`config.mk`:
```
export PLATFORM = sky130hd
export DESIGN_NAME = cpwm_dual_slope
export DESIGN_NICKNAME = d
export VERILOG_FILES = /design/src/rtl/cpwm_pkg.sv /design/src/rtl/cpwm_counter.sv /design/src/rtl/cpwm_compare.sv /design/src/rtl/cpwm_pin.sv /design/src/rtl/cpwm_dual_slope.sv
export SDC_FILE = /design/constraint.sdc
export NUM_CORES = 1
export LEC_CHECK = 0
export ABC_AREA = 1
export BUFFER_PORTS_ARGS = -buffer_cell sky130_fd_sc_hd__buf_2
export CELL_PAD_IN_SITES_DETAIL_PLACEMENT = 0
export CELL_PAD_IN_SITES_GLOBAL_PLACEMENT = 1
export CORE_MARGIN = 4
export CORE_UTILIZATION = 42
export CTS_CLUSTER_DIAMETER = 50
export DETAILED_ROUTE_END_ITERATION = 10
export PLACE_DENSITY_LB_ADDON = 0.1
export SYNTH_ARGS = -nofsm -noshare
export SYNTH_HDL_FRONTEND = slang
export SYNTH_SLANG_ARGS = --single-unit
```
`constraint.sdc`:
```
create_clock -name clk_i -period 2.3 [get_ports clk_i]
set_input_delay 0.345 -clock clk_i [delete_from_list [all_inputs] [get_ports clk_i]]
set_output_delay 0.345 -clock clk_i [all_outputs]
set_load 0.01 [all_outputs]
```
`src/rtl/cpwm_pkg.sv`:
```
package cpwm_pkg;
  typedef enum logic [1:0] {
    OM_OFF  = 2'b00,
    OM_PAIR = 2'b01,
    OM_TRUE = 2'b10,
    OM_INV  = 2'b11
  } out_mode_e;

  localparam int unsigned NUM_PINS = 2;

  function automatic logic pin_connected(input logic [1:0] mode, input int unsigned idx);
    if (idx == 0) return mode == OM_PAIR;
    return mode != OM_OFF;
  endfunction

  function automatic logic pin_inverted(input logic [1:0] mode, input int unsigned idx);
    if (idx == 0) return 1'b0;
    return (mode == OM_PAIR) || (mode == OM_INV);
  endfunction
endpackage

```
`src/rtl/cpwm_counter.sv`:
```
module cpwm_counter #(
  parameter int unsigned CNT_W = 8
) (
  input  logic             clk_i,
  input  logic             rst_ni,
  input  logic             tick_i,
  input  logic [CNT_W-1:0] top_i,
  input  logic [CNT_W-1:0] cmp_i,
  output logic [CNT_W-1:0] cnt_o,
  output logic [CNT_W-1:0] top_o,
  output logic [CNT_W-1:0] cmp_o,
  output logic             ovf_o
);
  localparam logic [CNT_W-1:0] ONE = CNT_W'(1);

  logic [CNT_W-1:0] cnt_q, cnt_d, top_q, cmp_q;
  logic             up_q, up_d, ovf_q, ovf_d, load;

  assign load = tick_i && (cnt_q == '0);

  always_comb begin
    cnt_d = cnt_q;
    up_d  = up_q;
    ovf_d = 1'b0;
    if (tick_i) begin
      if (cnt_q == '0) begin
        up_d  = 1'b1;
        cnt_d = (top_i == '0) ? '0 : ONE;
      end else if (up_q && (cnt_q < top_q)) begin
        cnt_d = cnt_q + ONE;
      end else begin
        up_d  = 1'b0;
        cnt_d = cnt_q - ONE;
        ovf_d = (cnt_q == ONE);
      end
    end
  end

  always_ff @(posedge clk_i or negedge rst_ni) begin
    if (!rst_ni) begin
      cnt_q <= '0;
      up_q  <= 1'b1;
      top_q <= '0;
      cmp_q <= '0;
      ovf_q <= 1'b0;
    end else begin
      cnt_q <= cnt_d;
      up_q  <= up_d;
      ovf_q <= ovf_d;
      if (load) begin
        top_q <= top_i;
        cmp_q <= cmp_i;
      end
    end
  end

  assign cnt_o = cnt_q;
  assign top_o = top_q;
  assign cmp_o = cmp_q;
  assign ovf_o = ovf_q;

  AST_CNT_LE_TOP: assert property (@(posedge clk_i) disable iff (!rst_ni)
    cnt_q <= top_q) else $error("count above ceiling");
  AST_TURN_AT_TOP: assert property (@(posedge clk_i) disable iff (!rst_ni)
    tick_i && up_q && (cnt_q == top_q) && (top_q != '0) |=> !up_q) else $error("no turn");
  AST_OVF_SINGLE: assert property (@(posedge clk_i) disable iff (!rst_ni)
    ovf_q |=> !ovf_q) else $error("ovf wide");
  AST_SHADOW_HOLD: assert property (@(posedge clk_i) disable iff (!rst_ni)
    (cnt_q != '0) |=> $stable(top_q) && $stable(cmp_q)) else $error("early load");
  AST_NO_TICK_HOLD: assert property (@(posedge clk_i) disable iff (!rst_ni)
    !tick_i |=> $stable(cnt_q)) else $error("moved without tick");
endmodule

```
`src/rtl/cpwm_compare.sv`:
```
module cpwm_compare #(
  parameter int unsigned CNT_W = 8
) (
  input  logic [CNT_W-1:0] cnt_i,
  input  logic [CNT_W-1:0] top_i,
  input  logic [CNT_W-1:0] cmp_i,
  output logic             wave_o
);
  // level form of clear-on-rising-match / set-on-falling-match
  assign wave_o = (top_i != '0) && (cnt_i < cmp_i);
endmodule

```
`src/rtl/cpwm_pin.sv`:
```
module cpwm_pin (
  input  logic wave_i,
  input  logic invert_i,
  input  logic connect_i,
  input  logic dir_i,
  input  logic port_i,
  output logic pin_o
);
  assign pin_o = (connect_i && dir_i) ? (wave_i ^ invert_i) : port_i;
endmodule

```
`src/rtl/cpwm_dual_slope.sv`:
```
module cpwm_dual_slope
  import cpwm_pkg::*;
#(
  parameter int unsigned CNT_W = 8
) (
  input  logic             clk_i,
  input  logic             rst_ni,
  input  logic             tick_i,
  input  logic [CNT_W-1:0] top_i,
  input  logic [CNT_W-1:0] cmp_i,
  input  logic [1:0]       mode_i,
  input  logic [1:0]       dir_i,
  input  logic [1:0]       port_i,
  output logic [1:0]       pin_o,
  output logic             ovf_o
);
  logic [CNT_W-1:0] cnt, top_act, cmp_act;
  logic             wave;

  cpwm_counter #(.CNT_W(CNT_W)) u_cnt (
    .clk_i(clk_i), .rst_ni(rst_ni), .tick_i(tick_i),
    .top_i(top_i), .cmp_i(cmp_i),
    .cnt_o(cnt), .top_o(top_act), .cmp_o(cmp_act), .ovf_o(ovf_o)
  );

  cpwm_compare #(.CNT_W(CNT_W)) u_cmp (
    .cnt_i(cnt), .top_i(top_act), .cmp_i(cmp_act), .wave_o(wave)
  );

  for (genvar k = 0; k < NUM_PINS; k++) begin : g_pin
    cpwm_pin u_pin (
      .wave_i   (wave),
      .invert_i (pin_inverted(mode_i, k)),
      .connect_i(pin_connected(mode_i, k)),
      .dir_i    (dir_i[k]),
      .port_i   (port_i[k]),
      .pin_o    (pin_o[k])
    );
  end

  AST_OFF_PORTS: assert property (@(posedge clk_i) disable iff (!rst_ni)
    (mode_i == OM_OFF) |-> (pin_o == port_i)) else $error("off mode drives");
  AST_PAIR_COMP: assert property (@(posedge clk_i) disable iff (!rst_ni)
    (mode_i == OM_PAIR) && (dir_i == 2'b11) |-> (pin_o[0] != pin_o[1])) else $error("pair");
  AST_PIN0_FREE: assert property (@(posedge clk_i) disable iff (!rst_ni)
    mode_i[1] |-> (pin_o[0] == port_i[0])) else $error("pin0 driven");
  AST_DIR_GATE: assert property (@(posedge clk_i) disable iff (!rst_ni)
    !dir_i[1] |-> (pin_o[1] == port_i[1])) else $error("dir ignored");
  AST_TOP0_LOW: assert property (@(posedge clk_i) disable iff (!rst_ni)
    (top_act == '0) && (mode_i == OM_TRUE) && dir_i[1] |-> !pin_o[1]) else $error("top0");
endmodule

```
Word-level counts from Yosys, hierarchy flattened
Cells that the tools add are included.
{"block": "op_classes", "add_sub_neg": 2, "multipliers": 0, "n_div": 0, "order_cmp": 2, "eq_ne": 4, "shifts": 0, "mux": 10, "bitwise": 1, "n_reduce_logical": 11}
{"operator": "8-bit logical NOT", "count": 2}
{"operator": "8-bit < comparator", "count": 2}
{"operator": "8-bit 2-to-1 mux", "count": 2}
{"operator": "8-bit by 1-bit adder with 8-bit output, second input constant", "count": 1}
{"operator": "8-bit by 1-bit == test with 1-bit output, second input constant", "count": 1}
{"operator": "1-bit 2-to-1 mux", "count": 8}
{"operator": "8-bit nonzero test", "count": 1}
{"operator": "8-bit by 1-bit subtractor with 8-bit output, second input constant", "count": 1}
{"operator": "1-bit logical AND", "count": 5}
{"operator": "2-bit by 1-bit == test with 1-bit output, second input constant", "count": 1}
{"operator": "2-bit == test, second input constant", "count": 1}
{"operator": "2-bit by 1-bit inequality test with 1-bit output, second input constant", "count": 1}
{"operator": "2-bit AND reduction", "count": 1}
{"operator": "2-bit nonzero test", "count": 1}
{"operator": "1-bit logical OR", "count": 1}
{"operator": "1-bit XOR", "count": 1}
{"block": "word_totals", "register_bits": 26, "latch_bits": 0, "mem_bits_rw": 0, "rom_bits": 0, "word_cells": 35, "mem_count": 0}

Longest topological paths before layout
{"block": "logic_depth", "depth_word": 5, "depth_mapped": 12, "ltp_nobuf": 12}

Cells and area by module
From an unflattened synthesis, not the netlist that was laid out.
{"block": "unflattened", "cells_unflattened": 282, "hier_area_um2": 2034.5}
{"module": "cpwm_counter", "n_inst": 1, "cells_each": 219, "area_each_um2": 1717.9}
{"module": "cpwm_compare", "n_inst": 1, "cells_each": 39, "area_each_um2": 221.5}
{"module": "cpwm_pin", "n_inst": 2, "cells_each": 9, "area_each_um2": 35.0}
{"module": "cpwm_dual_slope", "n_inst": 1, "cells_each": 6, "area_each_um2": 25.0}

Worst setup path before layout
No wires, ideal clock.
{"block": "synth_path", "path_type": "register to output", "startpoint": "reg u_cnt.cnt_q[5] (netlist: u_cnt.cnt_o[5])", "endpoint": "out pin_o[1]", "arrival_time_ns": 1.368, "required_ns": 1.955, "slack_ns": 0.587, "stages_incl_launch_ff": 9, "n_path_buf": 1, "path_cell_list": "dfrtp_1 > ha_1 > a21oi_1 > o21a_1 > nand3_1 > nand2_1 > nand3_1 > nand2_1 > buf_4"}
{"block": "synth_between", "elab_chain_cells": 4}
{"element": "start: declaration", "line_no": "cpwm_counter.sv:16", "text": "logic [CNT_W-1:0] cnt_q, cnt_d, top_q, cmp_q;"}
{"element": "start signal: assignment", "line_no": "cpwm_counter.sv:47", "text": "cnt_q <= cnt_d;"}
{"element": "8-bit < comparator", "line_no": "cpwm_compare.sv:10", "text": "assign wave_o = (top_i != '0) && (cnt_i < cmp_i);"}
{"element": "1-bit logical AND", "line_no": "cpwm_compare.sv:10"}
{"element": "1-bit XOR", "line_no": "cpwm_pin.sv:9", "text": "assign pin_o = (connect_i && dir_i) ? (wave_i ^ invert_i) : port_i;"}
{"element": "1-bit 2-to-1 mux", "line_no": "cpwm_pin.sv:9"}
{"element": "end: declaration", "line_no": "cpwm_dual_slope.sv:14", "text": "output logic [1:0] pin_o,"}
No other way between the ends.

Worst setup path in the final report
Same ends and word-level chain as after synthesis.

==> impl_metrics.csv <==
group,metric,value,unit
status,status,"completed",
critical_path,cp.arrival,1.82,ns
power,vdd_drop_max,659,uV
clock_network,clk_latency,0.27,ns
sta,setup_viol,0,
sta,fin_worst_skew,0.0101,ns
critical_path,start_kind,"flip-flop",
final_layout,design_area,2220,um^2
floorplanning,io_pins,28,
routing,route.met3.wl,159,um
synth,synth.distinct_cells,29,
power,switching_power,1340,uW
power,pwr-share-comb,0.584,
clock_network,hold_buffers,0,
flow_run,maxCapViolCount,0,
power,total_power,2970,uW
critical_path,cp_max_fo,8,
grt,grt_pass1_wl,7.65,mm
critical_path,cp_slowest_cell,"dfrtp_1",
sta,layout_setup_ws,0.137,ns
sta,fmax,462,MHz
grt,grtUsageTotal,0.159,
sta,final.min_clock_period,2.16,ns
grt,grt.overflow.total,0,
critical_path,worst-path-buf-inv,1,
routing,antenna_left,0,
synth,syn_nets,296,
clock_network,path_clk_slew,0.10,ns
critical_path,crit_type,"flip-flop to output pin",
final_layout,fin_nets,327,
final_layout,area_growth,11.5,%
final_layout,multi_input_comb_area,1100,um^2
final_layout,post-route-util,0.496,
synth,synth_area,1990,um^2
critical_path,cpLargestDelayFamily,"flip-flops",
critical_path,path_cells,"ha_1, a21oi_1, o21a_1, nand3_1, nand2_1, nand3_1, nand2_1, buf_2",
clock_network,cts_num_sinks,26,
grt,grt_pass1_vias,1676,
grt,antenna_found_initial,0,
critical_path,max_stage_delay,0.51,ns
sta,final-hold-violation-count,0,
final_layout,final_layout_size_suffix_gt1_frac,0.233,
power,powerDensity,1340,nW/um^2
power,switching_share,0.452,
critical_path,endpoint_kind,"output pin",
routing,wl_met2,1.85,mm
routing,wl,4.28,mm
placed_design,placed_area,2140,um^2
synth,ys_seq_elements,26,
sta,finalCritPeriodShare,0.940,
sta,rsz0062_at_grt,"false",
sta,slew_headroom,0.591,
placed_design,gp_congestion,0.820,
synth,yosysTopAreaCell,"dfrtp_1",
routing,drt-met1-wl,2.23,mm
synth,synth_area_per_cell,7.86,um^2
final_layout,final_common_cell,"nand2_1",
synth,seq_area_frac_synth,0.328,
floorplanning,dieArea,5900,um^2
routing,dr.pass1.iters,4,
power,p_leak,0.00119,uW
power,pwr-share-clk,0.129,
floorplanning,die_x,76.8,um
final_layout,fill_cells,463,
clock_network,htreeDepth,1,
floorplanning,rows,24,
sta,setup_tns,0,ns
clock_network,cts_tree,"done",
synth,netlist_instances,253,
power,seq_power_share,0.287,
final_layout,ff_latch_area,653,um^2
clock_network,cts_made_buffers,3,
routing,drc,0,
final_layout,antenna_cells,0,
critical_path,cp_data_required_time,1.96,ns
clock_network,cts_max_path_buffers,2,
sta,worstMarginPinSlew,0.613,ns
routing,drtIter0Drc,74,
routing,vias_per_cell,4.84,
power,p_int,1630,uW
synth,synthDominantCellAreaShare,0.315,
placed_design,port_buffers,27,
grt,grt_max_degree,27,
routing,wl_per_cell,12.8,um
placed_design,hpwl,3.32,mm
routing,highest_layer,"met4",
placed_design,place_worst_setup_slack,0.419,ns
clock_network,cts_root_buffer,"clkbuf_8",
clock_network,postCtsSetupBuffers,0,
hold_path,hp-class,"input port to asynchronous set/reset pin",
routing,num_vias,1623,
floorplanning,core_region_area,4470,um^2
sta,maxSlewViolCount,0,
final_layout,final_cell_mix,"nand2_1 (73), inv_1 (35), buf_2 (27)",
synth,synth_area_leaders,"dfrtp_1 (31%), nand2_1 (14%), ha_1 (11%), inv_1 (6.6%), o21ai_2 (6.2%)",
synth,yosysWarnings,0,
floorplanning,initial_core_util,0.444,
floorplanning,die_h,76.8,um
==> synth_stat cells (all sizes together) <==
master,instances
inv,36
dfrtp,25
nand4,6
xnor2,2
nor2,20
xor2,6
o21ai,19
nor3b,1
o21a,1
buf,8
a31oi,1
ha,18
a21oi,7
nand2,76
o211ai,1
nor3,1
nand3,24
dfstp,1
==> final timing paths <==
kind                                                 start  cells after the start                    endpoint  slack, ns
worst max-delay path            u_cnt.cnt_o[5]$_DFFE_PN0P_                      8                    pin_o[1]       0.14
worst min-delay path                                rst_ni                      1  u_cnt.cmp_o[0]$_DFFE_PN0P_       0.07
worst max register to register  u_cnt.cnt_o[1]$_DFFE_PN0P_                      9  u_cnt.cmp_o[6]$_DFFE_PN0P_       0.43
worst min register to register  u_cnt.cmp_o[0]$_DFFE_PN0P_                      2  u_cnt.cmp_o[0]$_DFFE_PN0P_       0.49
max in group asynchronous                           rst_ni                      1  u_cnt.cnt_o[1]$_DFFE_PN0P_       1.81
min in group clk_i                                cmp_i[0]                      3  u_cnt.cmp_o[0]$_DFFE_PN0P_       0.27
==> final cells by class <==
type / count / area share
multi-input cells: 183 / 0.498
repair buffers: 34 / 0.0846
clock inverters: 1 / 0.0135
inverters: 36 / 0.0609
well taps: 52 / 0.0293
flip-flops and latches: 26 / 0.295
clock buffers: 3 / 0.0186
==> per-stage QoR <==
step / hold WS, ns / std cells
2_1_floorplan: 0.0494 / 253
3_3_place_gp: 0.403 / 331
3_5_place_dp: 0.405 / 331
4_1_cts: 0.0966 / 335
5_1_grt: 0.122 / 335
6_report: 0.0667 / 335
==> routing by layer <==
layer  global-route usage  vias up
li1                     -      873
met1                0.218      720
met2                0.267       28
met3               0.0152        2
met4               0.0435        0
met5                    0        -
==> cells by family after synthesis <==
kind of cell    after synthesis  synth area share
compound gates               29             0.106
xor+xnor                      8            0.0352
fa+ha+maj                    18             0.113
buf+inv                      44             0.116
flops                        26             0.328
simple gates                128             0.301
==> flip-flops by register name, summed over array words and instances, names as in the netlist <==
signal       cells
u_cnt.ovf_o      1
u_cnt.cmp_o      8
u_cnt.cnt_o      8
u_cnt.top_o      8
u_cnt.up_q       1
==> repair_timing <==
item | in CTS | in global routing
endpoints found under the hold margin | 0 | 0
gates resized for setup | 0 | 1
endpoints found under the setup margin | 0 | 1
==> power groups by stage <==
stage	Clock, uW	Combinational, uW	Sequential [uW]
6_report	385	1740	852
4_1_cts	399	1760	851
3_5_place_dp	0	1750	860
3_3_place_gp	0	1750	856
5_1_grt	420	2030	884
2_1_floorplan	0	1420	807
Note: power is estimated with default switching activity, not from simulation.
